==> config.mk <==
export PLATFORM = sky130hd
export DESIGN_NAME = subword_wr_bridge
export DESIGN_NICKNAME = d
export VERILOG_FILES = /design/src/rtl/subword_wr_bridge.sv
export SDC_FILE = /design/constraint.sdc
export NUM_CORES = 1
export LEC_CHECK = 0
export BUFFER_PORTS_ARGS = -buffer_cell sky130_fd_sc_hd__buf_2
export CAP_MARGIN = 30
export CORE_UTILIZATION = 27
export CTS_CLUSTER_SIZE = 20
export DETAILED_ROUTE_END_ITERATION = 16
export SETUP_SLACK_MARGIN = 0.02
export SYNTH_ARGS = -nofsm -noshare
export SYNTH_HDL_FRONTEND = slang
export SYNTH_SLANG_ARGS = --single-unit
==> constraint.sdc <==
create_clock -name clk -period 5.98 [get_ports clk]
set_input_delay 0 -clock clk [delete_from_list [all_inputs] [get_ports clk]]
set_output_delay 0 -clock clk [all_outputs]
set_load 0.01 [all_outputs]
==> src/rtl/subword_wr_bridge.sv <==
module subword_wr_bridge #(
  parameter int AW              = 8,
  parameter int SYS_CLK_HZ      = 50_000_000,
  parameter int SLOW_HZ_LIMIT   = 400_000,
  parameter int GAP_PERIODS     = 4,
  parameter int ZERO_CLK_GAP_US = 10,
  parameter int BLK_SIZE_ADDR   = 'h04,
  parameter int BLK_CNT_ADDR    = 'h06,
  parameter int XFER_ADDR       = 'h0C,
  parameter int CMD_ADDR        = 'h0E
) (
  input  logic          clk,
  input  logic          rst_n,
  input  logic          up_valid,
  output logic          up_ready,
  input  logic          up_write,
  input  logic [1:0]    up_size,
  input  logic [AW-1:0] up_addr,
  input  logic [31:0]   up_wdata,
  output logic          up_rvalid,
  output logic [31:0]   up_rdata,
  input  logic [31:0]   card_clk_hz,
  output logic          dn_valid,
  input  logic          dn_ready,
  output logic          dn_write,
  output logic [AW-1:0] dn_addr,
  output logic [31:0]   dn_wdata,
  input  logic          dn_rvalid,
  input  logic [31:0]   dn_rdata
);

  typedef enum logic [2:0] {S_IDLE, S_RD_REQ, S_RD_WAIT, S_WR_REQ, S_GAP} state_t;
  typedef enum logic [1:0] {OP_READ, OP_RMW, OP_BLK, OP_XFER} op_t;

  localparam int            TPU        = SYS_CLK_HZ / 1_000_000;
  localparam int            DIVW       = (TPU > 1) ? $clog2(TPU) : 1;
  localparam logic [32:0]   GAP_BUDGET = 33'(GAP_PERIODS) * 33'd1_000_000;
  localparam logic [31:0]   ZERO_STEP  = 32'(GAP_PERIODS * 1_000_000 / ZERO_CLK_GAP_US);
  localparam logic [31:0]   SLOW_LIMIT = 32'(SLOW_HZ_LIMIT);
  localparam logic [AW-1:0] A_BSZ      = AW'(BLK_SIZE_ADDR);
  localparam logic [AW-1:0] A_BCNT     = AW'(BLK_CNT_ADDR);
  localparam logic [AW-1:0] A_XFER     = AW'(XFER_ADDR);
  localparam logic [AW-1:0] A_CMD      = AW'(CMD_ADDR);
  localparam logic [AW-1:0] A_BLK_WORD = {A_BSZ[AW-1:2], 2'b00};
  localparam logic [AW-1:0] A_CMD_WORD = {A_CMD[AW-1:2], 2'b00};

  function automatic logic [31:0] lane_mask(input logic [1:0] sz, input logic [4:0] sh);
    logic [31:0] m;
    m = sz[1] ? 32'hFFFF_FFFF : (sz[0] ? 32'h0000_FFFF : 32'h0000_00FF);
    return m << sh;
  endfunction

  function automatic logic [31:0] merge(input logic [31:0] old, input logic [31:0] val,
                                        input logic [1:0] sz, input logic [4:0] sh);
    return (old & ~lane_mask(sz, sh)) | ((val << sh) & lane_mask(sz, sh));
  endfunction

  function automatic logic [31:0] extract(input logic [31:0] w, input logic [1:0] sz,
                                          input logic [4:0] sh);
    return (w >> sh) & lane_mask(sz, 5'd0);
  endfunction

  state_t        st;
  op_t           op;
  logic [1:0]    lat_size;
  logic [4:0]    lat_sh;
  logic [31:0]   lat_val;
  logic [AW-1:0] dn_addr_q;
  logic [31:0]   dn_wdata_q;
  logic          pend_cmd;
  logic [31:0]   pend_word;
  logic [31:0]   blk_sh, cmd_sh;
  logic          blk_v, cmd_v;
  logic          rvalid_q;
  logic [31:0]   rdata_q;
  logic [DIVW-1:0] div_cnt;
  logic [31:0]   acc, step_q;

  assign up_ready  = (st == S_IDLE);
  assign dn_valid  = (st == S_RD_REQ) || (st == S_WR_REQ);
  assign dn_write  = (st == S_WR_REQ);
  assign dn_addr   = dn_addr_q;
  assign dn_wdata  = dn_wdata_q;
  assign up_rvalid = rvalid_q;
  assign up_rdata  = rdata_q;

  wire          req      = up_valid && up_ready;
  wire [4:0]    req_sh   = up_size[1] ? 5'd0 : {up_addr[1:0], 3'b000};
  wire [AW-1:0] req_word = {up_addr[AW-1:2], 2'b00};
  wire          half     = (up_size == 2'd1);
  wire          hit_blk  = half && (up_addr == A_BSZ || up_addr == A_BCNT);
  wire          hit_xfer = half && (up_addr == A_XFER);
  wire          hit_cmd  = half && (up_addr == A_CMD);
  wire          slow_clk = (card_clk_hz <= SLOW_LIMIT);
  wire [31:0]   clk_step = (card_clk_hz == 32'd0) ? ZERO_STEP : card_clk_hz;
  wire          tick     = (div_cnt == DIVW'(TPU - 1));
  wire          budget_hit = ({1'b0, acc} + {1'b0, step_q}) >= GAP_BUDGET;
  wire          wr_retire  = (st == S_WR_REQ && dn_ready && !slow_clk) ||
                             (st == S_GAP && tick && budget_hit);

  always_ff @(posedge clk or negedge rst_n) begin
    if (!rst_n) begin
      st <= S_IDLE;  op <= OP_READ;
      lat_size <= '0; lat_sh <= '0; lat_val <= '0;
      dn_addr_q <= '0; dn_wdata_q <= '0;
      pend_cmd <= 1'b0; pend_word <= '0;
      blk_sh <= '0; cmd_sh <= '0; blk_v <= 1'b0; cmd_v <= 1'b0;
      rvalid_q <= 1'b0; rdata_q <= '0;
      div_cnt <= '0; acc <= '0; step_q <= '0;
    end else begin
      rvalid_q <= 1'b0;
      unique case (st)
        S_IDLE: if (req) begin
          lat_size <= up_size;
          lat_sh   <= req_sh;
          lat_val  <= up_wdata;
          if (up_write) begin
            if (up_size[1]) begin
              dn_addr_q  <= req_word;
              dn_wdata_q <= up_wdata;
              st         <= S_WR_REQ;
            end else if (hit_cmd) begin
              cmd_v <= 1'b0;
              if (blk_v) begin
                blk_v      <= 1'b0;
                dn_addr_q  <= A_BLK_WORD;
                dn_wdata_q <= blk_sh;
                pend_cmd   <= 1'b1;
                pend_word  <= merge(cmd_sh, up_wdata, up_size, req_sh);
              end else begin
                dn_addr_q  <= A_CMD_WORD;
                dn_wdata_q <= merge(cmd_sh, up_wdata, up_size, req_sh);
              end
              st <= S_WR_REQ;
            end else if (hit_blk && blk_v) begin
              blk_sh <= merge(blk_sh, up_wdata, up_size, req_sh);
            end else begin
              dn_addr_q <= req_word;
              op        <= hit_blk ? OP_BLK : (hit_xfer ? OP_XFER : OP_RMW);
              st        <= S_RD_REQ;
            end
          end else begin
            if (hit_xfer && cmd_v) begin
              rvalid_q <= 1'b1;
              rdata_q  <= extract(cmd_sh, up_size, req_sh);
            end else if (hit_blk && blk_v) begin
              rvalid_q <= 1'b1;
              rdata_q  <= extract(blk_sh, up_size, req_sh);
            end else begin
              dn_addr_q <= req_word;
              op        <= OP_READ;
              st        <= S_RD_REQ;
            end
          end
        end
        S_RD_REQ: if (dn_ready) st <= S_RD_WAIT;
        S_RD_WAIT: if (dn_rvalid) begin
          unique case (op)
            OP_READ: begin
              rvalid_q <= 1'b1;
              rdata_q  <= extract(dn_rdata, lat_size, lat_sh);
              st       <= S_IDLE;
            end
            OP_RMW: begin
              dn_wdata_q <= merge(dn_rdata, lat_val, lat_size, lat_sh);
              st         <= S_WR_REQ;
            end
            OP_BLK: begin
              blk_sh <= merge(dn_rdata, lat_val, lat_size, lat_sh);
              blk_v  <= 1'b1;
              st     <= S_IDLE;
            end
            default: begin
              cmd_sh <= merge(dn_rdata, lat_val, lat_size, lat_sh);
              cmd_v  <= 1'b1;
              st     <= S_IDLE;
            end
          endcase
        end
        S_WR_REQ: if (dn_ready && slow_clk) begin
          st      <= S_GAP;
          div_cnt <= '0;
          acc     <= '0;
          step_q  <= clk_step;
        end
        S_GAP: begin
          if (tick) begin
            div_cnt <= '0;
            if (!budget_hit) acc <= acc + step_q;
          end else begin
            div_cnt <= div_cnt + 1'b1;
          end
        end
        default: st <= S_IDLE;
      endcase
      if (wr_retire) begin
        if (pend_cmd) begin
          pend_cmd   <= 1'b0;
          dn_addr_q  <= A_CMD_WORD;
          dn_wdata_q <= pend_word;
          st         <= S_WR_REQ;
        end else begin
          st <= S_IDLE;
        end
      end
    end
  end

  AST_DN_ALIGNED: assert property (@(posedge clk) disable iff (!rst_n)
    dn_valid |-> dn_addr[1:0] == 2'b00);
  AST_DN_HOLD: assert property (@(posedge clk) disable iff (!rst_n)
    dn_valid && !dn_ready |=> dn_valid && $stable(dn_addr) && $stable(dn_wdata) && $stable(dn_write));
  AST_ONE_OUTSTANDING: assert property (@(posedge clk) disable iff (!rst_n)
    dn_valid |-> !up_ready);
  AST_SLOW_QUIET: assert property (@(posedge clk) disable iff (!rst_n)
    dn_valid && dn_ready && dn_write && (card_clk_hz <= SLOW_LIMIT) |=> !dn_valid && !up_ready);
  AST_BLK_HIT_LOCAL: assert property (@(posedge clk) disable iff (!rst_n)
    up_valid && up_ready && up_write && hit_blk && blk_v |=> !dn_valid && up_ready);
  AST_CMD_EMPTIES: assert property (@(posedge clk) disable iff (!rst_n)
    up_valid && up_ready && up_write && hit_cmd |=> !blk_v && !cmd_v && dn_valid && dn_write);

endmodule

==> results.tsv <==
stage	metric	value	unit
sta	rsz0062_at_grt	false	
critical_path	reg2reg_depth	14	
floorplanning	io_pins	188	
synthesis	synth_top_cell_by_area	dfrtp_1	
critical_path	path_max_fanout	33	
drt	drt-initial-drc-count	1848	
drt	first_pass_iters	6	
floorplanning	die_y	256	µm
synthesis	synth_simple_gate_area_share	18.9	%
clocking	clk_pin_slew	60	ps
drt	vias_per_cell	5.38	
status	outcome	complete, but fails checks	
cells_and_area	nets	2429	
status	violations	hold timing	
synthesis	muxShareOfSynthArea	11.0	%
sta	finClkSkew	31.4	ps
synthesis	ys_top_cells_by_count	nand2_1, dfrtp_1, o21ai_0	
floorplanning	core_area	0.0634	mm²
placed_design	dp_cells	2995	
placed_design	io_buffers	187	
drt	top_layer_used	met5	
synthesis	synth_top_family_by_area	compound AO/OA/AOI/OAI gates	
min_path	hold_class	in2async	
synthesis	synthDistinctLibCells	74	
drt	num_vias	17000	
synthesis	avgSynthCellArea	8.46	µm²
sta	final-hold-violation-count	15	
clocking	h-tree-depth	2	
synthesis	yosysTopAreaCellShare	40.6	%
clocking	cts_root_buf	clkbuf_16	
sta	fin_crit_sh	83.0	%
critical_path	setup.worst_path.end_class	flip-flop	
clocking	cts_tree	built	
sta	setup_viol	0	
grt	antenna_found_initial	9	
synthesis	synth_cells	2062	
drt	ant_nets	0	
synthesis	synth_most_common_cell	nand2_1	
sta	slew_headroom	27.5	%
drt	drc	0	
grt	grt_max_degree	136	
synthesis	yosys-top-cells-area	dfrtp_1, nand2_1, o21ai_0	
synthesis	synth_fa_ha_area_share	2.55	%
floorplanning	die_width	256	µm
drt	wl_met2	30.7	mm
critical_path	regToRegEndpoint	dn_addr[3]$_DFF_PN0_	
critical_path	r2r_start	acc[0]$_DFFE_PN0P_	
grt	track_usage	20.1	%
cells_and_area	drive_gt1_share	15.9	%
sta	drv_slew	0	
placed_design	place.gp.congestion	0.987	
critical_path	required	6420	ps
floorplanning	die_area	0.0656	mm²
drt	wl_met3	5.63	mm
drt	wirelength	67.2	mm
floorplanning	start_util	27.5	%
critical_path	cp.arrival	5400	ps
sta	fin_hold_ws	-26.8	ps
floorplanning	row_count	92	
clocking	numCtsBuffers	36	
clocking	clk_latency	570	ps
power	powerDensity	402	mW/mm²
power	power.leakage	0.00981	µW
sta	finalCriticalPeriod	4960	ps
run	drv_cap	0	
grt	gr-total-overflow	0	
cells_and_area	instances_no_fill	3158	
synthesis	syn_nets	2209	
synthesis	synth_ff_type	dfrtp_1	
synthesis	yosysWarnings	0	
critical_path	start_kind	flip-flop	
synthesis	synthXorXnorAreaFrac	1.26	%
drt	wire_per_inst	21.3	µm
sta	fin_setup_tns	0	ps
synthesis	synth-edff-count	0	
sta	worst_pin_slew	1090	ps
clocking	cts.path.max_buffers	3	
synthesis	async_reset_ff_share	100	%
synthesis	synth.ff_latch_count	283	
grt	grt_pass1_vias	16900	
synthesis	synth_compound_area_share	21.8	%
synthesis	syn-cell-area	0.0174	mm²
grt	grt_pass1_wl	103	mm
critical_path	critPathKind	reg2reg	
critical_path	reg2reg_slack	1020	ps
sta	fmax	0.201	GHz
clocking	cts_num_sinks	283	
placed_design	hpwl	49.1	mm
drt	wl_met1	28.4	mm
cells_and_area	area_growth	23.0	%
synthesis	ys_seq_area_share	40.6	%
clocking	cts.repair.resized	0	
power	ir_worst_vdd	0.205	mV
cell usage in the layout, fill, tap and decap left out, types with 36 or more instances in the layout:
| cell | n |
|---|---|
| o21ai_0 | 249 |
| nor2_1 | 154 |
| dfrtp_1 | 280 |
| nand2_1 | 391 |
| clkbuf_16 | 36 |
| a21oi_1 | 154 |
| mux2i_1 | 99 |
| nor2b_1 | 39 |
| buf_2 | 186 |
| a22oi_1 | 41 |
| dlygate4sd3_1 | 95 |
report_power, final:
| part | internal, µW | switching (µW) | total (µW) |
|---|---|---|---|
| combinational | 1350 | 2210 | 3560 |
| clock | 1320 | 924 | 2240 |
| sequential | 2380 | 445 | 2820 |
worst max-delay path by stage:
stage	startpoint	end	depth (start not counted)
floorplan	acc[0]$_DFFE_PN0P_	acc[10]$_DFFE_PN0P_	13
global placement	acc[0]$_DFFE_PN0P_	acc[9]$_DFFE_PN0P_	13
detailed placement	acc[0]$_DFFE_PN0P_	acc[8]$_DFFE_PN0P_	13
CTS	acc[0]$_DFFE_PN0P_	dn_addr[3]$_DFF_PN0_	14
global route	acc[0]$_DFFE_PN0P_	dn_addr[3]$_DFF_PN0_	14
finish	acc[0]$_DFFE_PN0P_	dn_addr[3]$_DFF_PN0_	14
timing repair:
action | 4_1_cts | 5_1_grt
buffers inserted | 0 | 0
hold buffers | 95 | 0
hold endpoints to repair | 197 | 0
cell type report:
class | instances | area (µm²)
flip-flops and latches | 283 | 7090
diodes | 3 | 7.51
clock buffers | 48 | 996
multi-input cells | 1612 | 9720
well taps | 846 | 1060
inverters | 28 | 105
clock inverters | 17 | 204
fillers | 6529 | 42000
repair buffers | 321 | 2280
per-stage QoR:
| step | area [µm²] | power [µW] | setup slack [ps] | util, % |
|---|---|---|---|---|
| floorplan | 17400 | 4930 | 2050 | - |
| global placement | 19200 | 6200 | 1550 | 30.2 |
| detailed placement | 19300 | 6290 | 1530 | 30.4 |
| CTS | 21500 | 8620 | 1040 | 33.8 |
| global route | 21500 | 9110 | 781 | 33.8 |
| finish | 21500 | 8620 | 1020 | 33.8 |
logic make-up (layout without fill, tap and decap cells):
kind of cell	Yosys count	in the layout
XOR/XNOR	25	25
multiplexers	171	171
AO/OA/AOI/OAI	640	640
flip-flops	283	283
other	0	3
adder cells (fa/ha/maj)	35	35
AND/OR/NAND/NOR	741	741
buffers and inverters	167	414
worst max-delay path: stages (launching register included):
cell and delay [ps]:
dfrtp_1 390, ha_1 230, fa_1 410, a21o_1 200, a221o_1 390, a32oi_1 270
nand3_1 200, a221oi_2 330, xnor2_1 100, or4_4 530, a2111oi_2 510, nor2_4 170
buf_12 240, a221o_1 290, dlygate4sd3_1 560
metal layers:
layer  global-route usage (%)  vias to the layer above
li1                         -                     7836
met1                     26.6                     8239
met2                     32.2                      758
met3                     4.21                      154
met4                     7.44                       10
met5                        0                        -
Power figures use the tool's default switching activity.
